## src/rtl/sbu_pkg.sv

```systemverilog
package sbu_pkg;

  typedef enum logic [1:0] {
    GRP_SHIFT = 2'd0,
    GRP_TEST  = 2'd1,
    GRP_CLEAR = 2'd2,
    GRP_SETB  = 2'd3
  } grp_e;

  typedef enum logic [2:0] {
    SH_RLC  = 3'd0,
    SH_RRC  = 3'd1,
    SH_RL   = 3'd2,
    SH_RR   = 3'd3,
    SH_SLA  = 3'd4,
    SH_SRA  = 3'd5,
    SH_SWAP = 3'd6,
    SH_SRL  = 3'd7
  } shop_e;

  typedef struct packed {
    logic z;
    logic n;
    logic h;
    logic c;
  } flags_t;

endpackage

```

## src/rtl/sbu_shifter.sv

```systemverilog
module sbu_shifter #(
  parameter int DW = 8
) (
  input  logic [2:0]    op,
  input  logic [DW-1:0] din,
  input  logic          cin,
  output logic [DW-1:0] dout,
  output logic          cout
);
  import sbu_pkg::*;

  localparam int HALF = DW / 2;

  function automatic logic [DW:0] do_shift(input logic [2:0] code,
                                           input logic [DW-1:0] a,
                                           input logic c);
    logic [DW-1:0] r;
    logic          co;
    case (shop_e'(code))
      SH_RLC:  begin r = {a[DW-2:0], a[DW-1]}; co = a[DW-1]; end
      SH_RRC:  begin r = {a[0], a[DW-1:1]};    co = a[0];    end
      SH_RL:   begin r = {a[DW-2:0], c};       co = a[DW-1]; end
      SH_RR:   begin r = {c, a[DW-1:1]};       co = a[0];    end
      SH_SLA:  begin r = {a[DW-2:0], 1'b0};    co = a[DW-1]; end
      SH_SRA:  begin r = {a[DW-1], a[DW-1:1]}; co = a[0];    end
      SH_SWAP: begin r = {a[HALF-1:0], a[DW-1:HALF]}; co = 1'b0; end
      default: begin r = {1'b0, a[DW-1:1]};    co = a[0];    end
    endcase
    return {co, r};
  endfunction

  always_comb begin
    {cout, dout} = do_shift(op, din, cin);
  end

endmodule

```

## src/rtl/sbu_bitop.sv

```systemverilog
module sbu_bitop #(
  parameter int DW = 8,
  localparam int IW = $clog2(DW)
) (
  input  logic [1:0]    grp,
  input  logic [IW-1:0] idx,
  input  logic [DW-1:0] din,
  output logic [DW-1:0] dout,
  output logic          bit_zero
);
  import sbu_pkg::*;

  function automatic logic [DW-1:0] one_hot(input logic [IW-1:0] i);
    logic [DW-1:0] m;
    m = '0;
    m[i] = 1'b1;
    return m;
  endfunction

  logic [DW-1:0] mask;

  always_comb begin
    mask     = one_hot(idx);
    bit_zero = ~|(din & mask);
    case (grp_e'(grp))
      GRP_CLEAR: dout = din & ~mask;
      GRP_SETB:  dout = din | mask;
      default:   dout = din;
    endcase
  end

endmodule

```

## src/rtl/sbu_cost.sv

```systemverilog
module sbu_cost #(
  parameter int MEM_IDX   = 6,
  parameter int BASE_CYC  = 2,
  parameter int EXTRA_CYC = 2,
  parameter int CW        = 3
) (
  input  logic [2:0]    reg_idx,
  output logic [CW-1:0] cycles
);
  localparam logic [CW-1:0] C_REG = CW'(BASE_CYC);
  localparam logic [CW-1:0] C_MEM = CW'(BASE_CYC + EXTRA_CYC);

  always_comb begin
    cycles = (reg_idx == 3'(MEM_IDX)) ? C_MEM : C_REG;
  end

endmodule

```

## src/rtl/bitshift_unit.sv

```systemverilog
module bitshift_unit #(
  parameter int DW        = 8,
  parameter int MEM_IDX   = 6,
  parameter int BASE_CYC  = 2,
  parameter int EXTRA_CYC = 2,
  localparam int IW       = $clog2(DW),
  localparam int CW       = $clog2(BASE_CYC + EXTRA_CYC + 1)
) (
  input  logic [1:0]    grp_sel,
  input  logic [IW-1:0] op_sel,
  input  logic [2:0]    reg_idx,
  input  logic          acc_form,
  input  logic [DW-1:0] operand_in,
  input  logic [3:0]    flags_in,
  output logic [DW-1:0] result_out,
  output logic          wr_en,
  output logic [3:0]    flags_out,
  output logic [CW-1:0] mcycles
);
  import sbu_pkg::*;

  logic [DW-1:0] shift_res;
  logic          shift_c;
  logic [DW-1:0] bit_res;
  logic          bit_zero;
  flags_t        fin;
  flags_t        fout;

  assign fin = flags_t'(flags_in);

  sbu_shifter #(.DW(DW)) u_shift (
    .op   (op_sel[2:0]),
    .din  (operand_in),
    .cin  (fin.c),
    .dout (shift_res),
    .cout (shift_c)
  );

  sbu_bitop #(.DW(DW)) u_bit (
    .grp      (grp_sel),
    .idx      (op_sel),
    .din      (operand_in),
    .dout     (bit_res),
    .bit_zero (bit_zero)
  );

  sbu_cost #(
    .MEM_IDX   (MEM_IDX),
    .BASE_CYC  (BASE_CYC),
    .EXTRA_CYC (EXTRA_CYC),
    .CW        (CW)
  ) u_cost (
    .reg_idx (reg_idx),
    .cycles  (mcycles)
  );

  always_comb begin
    fout       = fin;
    result_out = bit_res;
    wr_en      = 1'b1;
    case (grp_e'(grp_sel))
      GRP_SHIFT: begin
        result_out = shift_res;
        fout.z     = acc_form ? 1'b0 : ~|shift_res;
        fout.n     = 1'b0;
        fout.h     = 1'b0;
        fout.c     = shift_c;
      end
      GRP_TEST: begin
        wr_en  = 1'b0;
        fout.z = bit_zero;
        fout.n = 1'b0;
        fout.h = 1'b1;
      end
      default: ;
    endcase
    flags_out = fout;
  end

endmodule

```

## config.mk

```make
export PLATFORM = sky130hd
export DESIGN_NAME = bitshift_unit
export DESIGN_NICKNAME = d
export VERILOG_FILES = /design/src/rtl/sbu_pkg.sv /design/src/rtl/sbu_shifter.sv /design/src/rtl/sbu_bitop.sv /design/src/rtl/sbu_cost.sv /design/src/rtl/bitshift_unit.sv
export SDC_FILE = /design/constraint.sdc
export NUM_CORES = 1
export LEC_CHECK = 0
export BUFFER_PORTS_ARGS = -buffer_cell sky130_fd_sc_hd__buf_2
export CAP_MARGIN = 0
export CORE_UTILIZATION = 40
export DETAILED_ROUTE_END_ITERATION = 10
export GPL_ROUTABILITY_DRIVEN = 0
export PLACE_DENSITY = 0.73
export SLEW_MARGIN = 20
export SYNTH_ARGS = -nofsm -noshare
export SYNTH_HDL_FRONTEND = slang
export SYNTH_HIERARCHICAL = 1
export SYNTH_SLANG_ARGS = --single-unit
```

## constraint.sdc

```tcl
create_clock -name vclk -period 1.6
set_input_delay 0 -clock vclk [all_inputs]
set_output_delay 0 -clock vclk [all_outputs]
set_load 0.01 [all_outputs]
```

==> flow_summary_export.csv, run 1 <==
group,metric,value,unit
synthesis,syn-mean-instance-area,8.08,sq um
synthesis,yosys.area.top_type,"mux2_2",
clocking,cts_hold_buffers,0,
setup_path,crit_path_top_delay_cell,"nor4_1",
global_routing,antenna_found_initial,0,
final_layout,n_fill_cell,162,
setup_path,path_max_fanout,8,
route,firstDrtPassIters,4,
synthesis,synth_area,671,sq um
power,irDropWorstVdd,0.000148,V
setup_path,path_common_cell,"buf_2",
timing,finalHoldViolCount,0,
final_layout,syn2layout_area_growth,26.7,%
die,ioPinCount,37,
timing,setup_viol_count_final,0,
final_layout,regArea,0,sq um
route,drc_errors,0,
die,die_w,42.9,microns
final_layout,clockBufferCount,0,
setup_path,slowest_delay,0.32,ns
setup_path,start_kind,"input pin",
clocking,post-cts-setup-buffer-count,0,
synthesis,synth_top_area_share,28.5,%
power,power,0.243,mW
setup_path,critPathKind,"in -> out",
synthesis,ys_top_cells_by_count,"mux2_2 (17), nand2_1 (11), mux2i_1 (8), o21ai_0 (8)",
final_layout,drive_above_1_share,54.3,%
final_layout,antenna_cells,0,
synthesis,yosysMostFrequentCell,"mux2_2",
synthesis,ys_seq_area_share,0,%
global_routing,overflow,0,
die,coreArea,0.00154,sq mm
timing,period_needed,1.44,ns
run,maxCapViolCount,0,
setup_path,crit_required,1.60,ns
synthesis,yosys_warnings,6,
die,row_count,14,
route,wire_per_inst,14.2,microns
final_layout,nFlopsAndLatches,0,
hold_path,holdPathStages,3,
route,drt_iter0_markers,20,
timing,slew_viol_final,0,
timing,rsz0062_at_grt,"no",
timing,setup-tns-final,0,ns
final_layout,nets,139,
placed_design,port_buffers,36,
power,powerDensity,286,mW/mm^2
route,wl,1880,microns
setup_path,cp-end-kind,"primary output",
die,initial_core_util,43.5,%
power,p_leak,0.409,nW
synthesis,synth_cells,83,
global_routing,grt_first_pass_wirelength,3170,microns
global_routing,grt_pass1_vias,698,
timing,min_period_over_period,89.8,%
die,die_h,42.9,microns
outcome,outcome,"finished clean",
timing,max_freq,696,MHz
route,vias,790,
placed_design,hpwl,1500,microns
global_routing,track_usage,21.0,%
synthesis,ys_types,32,
route,vias_per_cell,5.98,
synthesis,syn_nets,104,
synthesis,synth.area.top_cells,"mux2_2 (29%), mux2i_1 (12%), mux4_2 (6.7%)",
setup_path,arrival,1.44,ns
die,die_area,0.00184,sq mm
hold_path,hold_class,"in -> out",
setup_path,cp_cell_sequence,"buf_2 > nand2_2 > mux2i_1 > o21ai_0 > nor4_1 > nand4_1 > o211ai_1 > buf_2",
final_layout,multi_input_area,617,sq um
route,ant_nets,0,
global_routing,grt_max_degree,20,
## routing by layer
metal  global-route usage (%)  vias up  wire length, microns  share of wire, %
li1                         -      382                     -                 -
met1                     29.0      368                   809                43
met2                     35.5       40                   919                49
met3                     3.40        0                   151               8.0
met4                     2.42        0                     0                 0
met5                        0        -                     0                 0
## worst paths after layout
path	slack, ns	to	start
max	0.16	flags_out[3]	op_sel[1]
min	0.28	mcycles[1]	reg_idx[1]
## final cells by class
class              count  share of cell area [%]
well taps             16                    2.36
multi-input cells     75                    72.6
repair buffers        39                    24.2
inverters              2                   0.884
## timing repair
action | CTS | global route
resized for setup | 0 | 1
endpoints found under the hold margin | 0 | 0
setup endpoints to repair | 0 | 1
## cells by family after synthesis
logic type	Yosys count	synth area share (%)
other	1	0.559
buffers and inverters	8	8.02
and+or+nand+nor	31	29.9
muxes	27	47.2
AOI/OAI and AO/OA	16	14.4
## placed cells by master (no fill, tap or decap), types with 2 or more instances in the layout
cell type	instances
mux4_2	2
and4bb_2	3
buf_2	35
a21oi_1	2
mux2i_1	8
nand2_1	11
mux2_2	17
nand4b_1	3
inv_1	2
nand4_1	2
o21ai_0	8
buf_4	3
nand2b_1	2
## worst max-delay path, delay by kind of cell
kind	cells	cell delay, ns
multiplexers	1	0.21
AND/OR/NAND/NOR	3	0.67
AO/OA/AOI/OAI	2	0.25
buffers and inverters	2	0.31
## power breakdown
part           internal [mW]  switching (mW)  leakage (nW)  total (mW)
Sequential                 0               0             0           0
Combinational          0.118           0.125         0.409       0.243
Clock                      0               0             0           0
Total                  0.118           0.125         0.409       0.243
## through the flow
step | area (sq um) | cells | util, % | hold slack, ns | worst slack, ns
final | 850 | 132 | 55.1 | 0.277 | 0.164
after floorplan | 671 | 83 | - | 0.0972 | 0.515
after global routing | 850 | 132 | 55.1 | 0.296 | 0.00815
after global placement | 847 | 132 | 55.0 | 0.273 | 0.179
after detailed placement | 847 | 132 | 55.0 | 0.280 | 0.177
after CTS | 847 | 132 | 55.0 | 0.281 | 0.175
Power figures use the tool's default switching activity.
==> run 2: changes to the inputs <==
ABC_AREA = 1   (was default)
PLACE_DENSITY = 0.69   (was 0.73)
==> flow_summary_export.csv, run 2 <==
group,metric,value,unit
timing,slew_viol_final,0,
final_layout,design_area,0.00102,sq mm
setup_path,slowest_delay,0.30,ns
final_layout,n_fill_cell,235,
power,powerDensity,272,mW/mm^2
timing,finalHoldViolCount,0,
clocking,post-cts-setup-buffer-count,0,
synthesis,syn_nets,199,
global_routing,grt_use_met2,34.0,%
final_layout,layout_common_cells,"nand2_1 (75), buf_2 (36), inv_1 (27), nor2_1 (14), nand3_1 (14)",
setup_path,critPathKind,"in -> out",
die,coreArea,0.00198,sq mm
route,firstDrtPassIters,4,
clocking,cts_hold_buffers,0,
timing,min_period_over_period,87.0,%
global_routing,grt-busiest-layer,"met2",
setup_path,crit_path_top_delay_cell,"buf_2",
global_routing,met1_usage,29.2,%
global_routing,antenna_found_initial,0,
synthesis,synth.area.top_cells,"nand2_1 (33%), inv_1 (12%), nand3_1 (8.2%)",
setup_path,start_kind,"input pin",
synthesis,syn-mean-instance-area,4.83,sq um
synthesis,ys_top_cells_by_count,"nand2_1 (75), inv_1 (27), nand3_1 (14), nor2_1 (14), nand4_1 (10)",
power,power,0.278,mW
global_routing,use_met3,0.943,%
route,vias_per_cell,4.79,
outcome,outcome,"finished clean",
route,wl,2280,microns
setup_path,path_common_cell,"nand2_1",
timing,rsz0062_at_grt,"no",
timing,setup_viol_count_final,0,
timing,max_freq,719,MHz
route,vias,1135,
synthesis,synth_top_area_share,32.8,%
final_layout,antenna_cells,0,
global_routing,overflow,0,
synthesis,yosysMostFrequentCell,"nand2_1",
route,ant_nets,0,
final_layout,nets,233,
run,maxCapViolCount,0,
die,die_area,0.00234,sq mm
route,drc_errors,0,
final_layout,clockBufferCount,0,
global_routing,grt_pass1_vias,936,
synthesis,ys_types,20,
global_routing,track_usage,20.1,%
placed_design,hpwl,1820,microns
die,ioPinCount,37,
setup_path,arrival,1.39,ns
power,irDropWorstVdd,0.000117,V
final_layout,regArea,0,sq um
die,die_h,48.4,microns
final_layout,drive_above_1_share,29.0,%
synthesis,yosys.area.top_type,"nand2_1",
global_routing,grt_max_degree,16,
die,initial_core_util,43.4,%
synthesis,ys_seq_area_share,0,%
setup_path,worst-path-buf-inv,3,
die,die_w,48.4,microns
final_layout,nFlopsAndLatches,0,
setup_path,cp_top_family,"simple AND/OR/NAND/NOR gates",
setup_path,crit_required,1.60,ns
synthesis,synth_cells,178,
placed_design,dp.cells,237,
timing,period_needed,1.39,ns
final_layout,fin_cells,237,
timing,setup-tns-final,0,ns
synthesis,yosys_warnings,6,
hold_path,hold_class,"in -> out",
global_routing,grt_first_pass_wirelength,3970,microns
route,drt_iter0_markers,23,
setup_path,cp-end-kind,"primary output",
route,wire_per_inst,9.64,microns
clocking,cts_resized,0,
placed_design,placed_area,0.00102,sq mm
final_layout,final_common_cell,"nand2_1",
final_layout,syn2layout_area_growth,19.2,%
setup_path,cp_cell_sequence,"buf_2 > nand2_2 > nand2_1 > inv_1 > nand2_1 > nand3_1 > or2_2 > nor2_1 > nand2_1 > nand2_1 > buf_2",
synthesis,synth_area,860,sq um
die,row_count,16,
placed_design,port_buffers,36,
setup_path,path_max_fanout,15,
power,p_leak,0.643,nW
-- run 2: cell count changes after synthesis, moves of 13 or more --
cell	change
nand2_1	+64
mux2_2	-17
inv_1	+25
nand3_1	+14
nor2_1	+13
-- run 2: final timing paths --
| check | startpoint | to | cells past startpoint |
|---|---|---|---|
| worst max-delay path | op_sel[2] | flags_out[3] | 11 |
| worst min-delay path | reg_idx[0] | mcycles[2] | 3 |
-- run 2: report_power, final --
part	internal, mW	total, mW	switching, mW
Combinational	0.103	0.278	0.175
Clock	0	0	0
Sequential	0	0	0
-- run 2: area by class of cell --
class	instances	area (sq um)	area share, %
Timing Repair Buffer	38	195	19.0
Multi-Input combinational cell	141	672	65.6
Inverter	31	124	12.1
Tap cell	27	33.8	3.30
-- run 2: logic make-up after synthesis --
family / count (synthesis) / share of synthesized area, %
AO/OA/AOI/OAI: 11 / 8.30
other: 1 / 0.436
buffers and inverters: 37 / 21.8
AND/OR/NAND/NOR: 129 / 69.4
-- run 2: metal layers --
metal / wire length, microns / part of all wire (%) / vias up
li1: - / - / 613
met5: 0 / 0 / -
met4: 16 / 0.70 / 0
met3: 97 / 4.2 / 2
met1: 1110 / 49 / 492
met2: 1060 / 46 / 28
-- run 2: per-stage QoR --
| stage | setup slack [ns] | utilization (%) | hold WS, ns |
|---|---|---|---|
| floorplan | 0.660 | - | 0.0309 |
| global placement | 0.260 | 51.7 | 0.251 |
| detailed placement | 0.227 | 51.7 | 0.254 |
| CTS | 0.225 | 51.7 | 0.254 |
| global route | 0.0601 | 51.7 | 0.272 |
| finish | 0.208 | 51.7 | 0.252 |
-- run 2: worst min-delay path, cell delays in order --
cell	delay [ns]
buf_2	0.09
nor2_2	0.03
buf_2	0.13
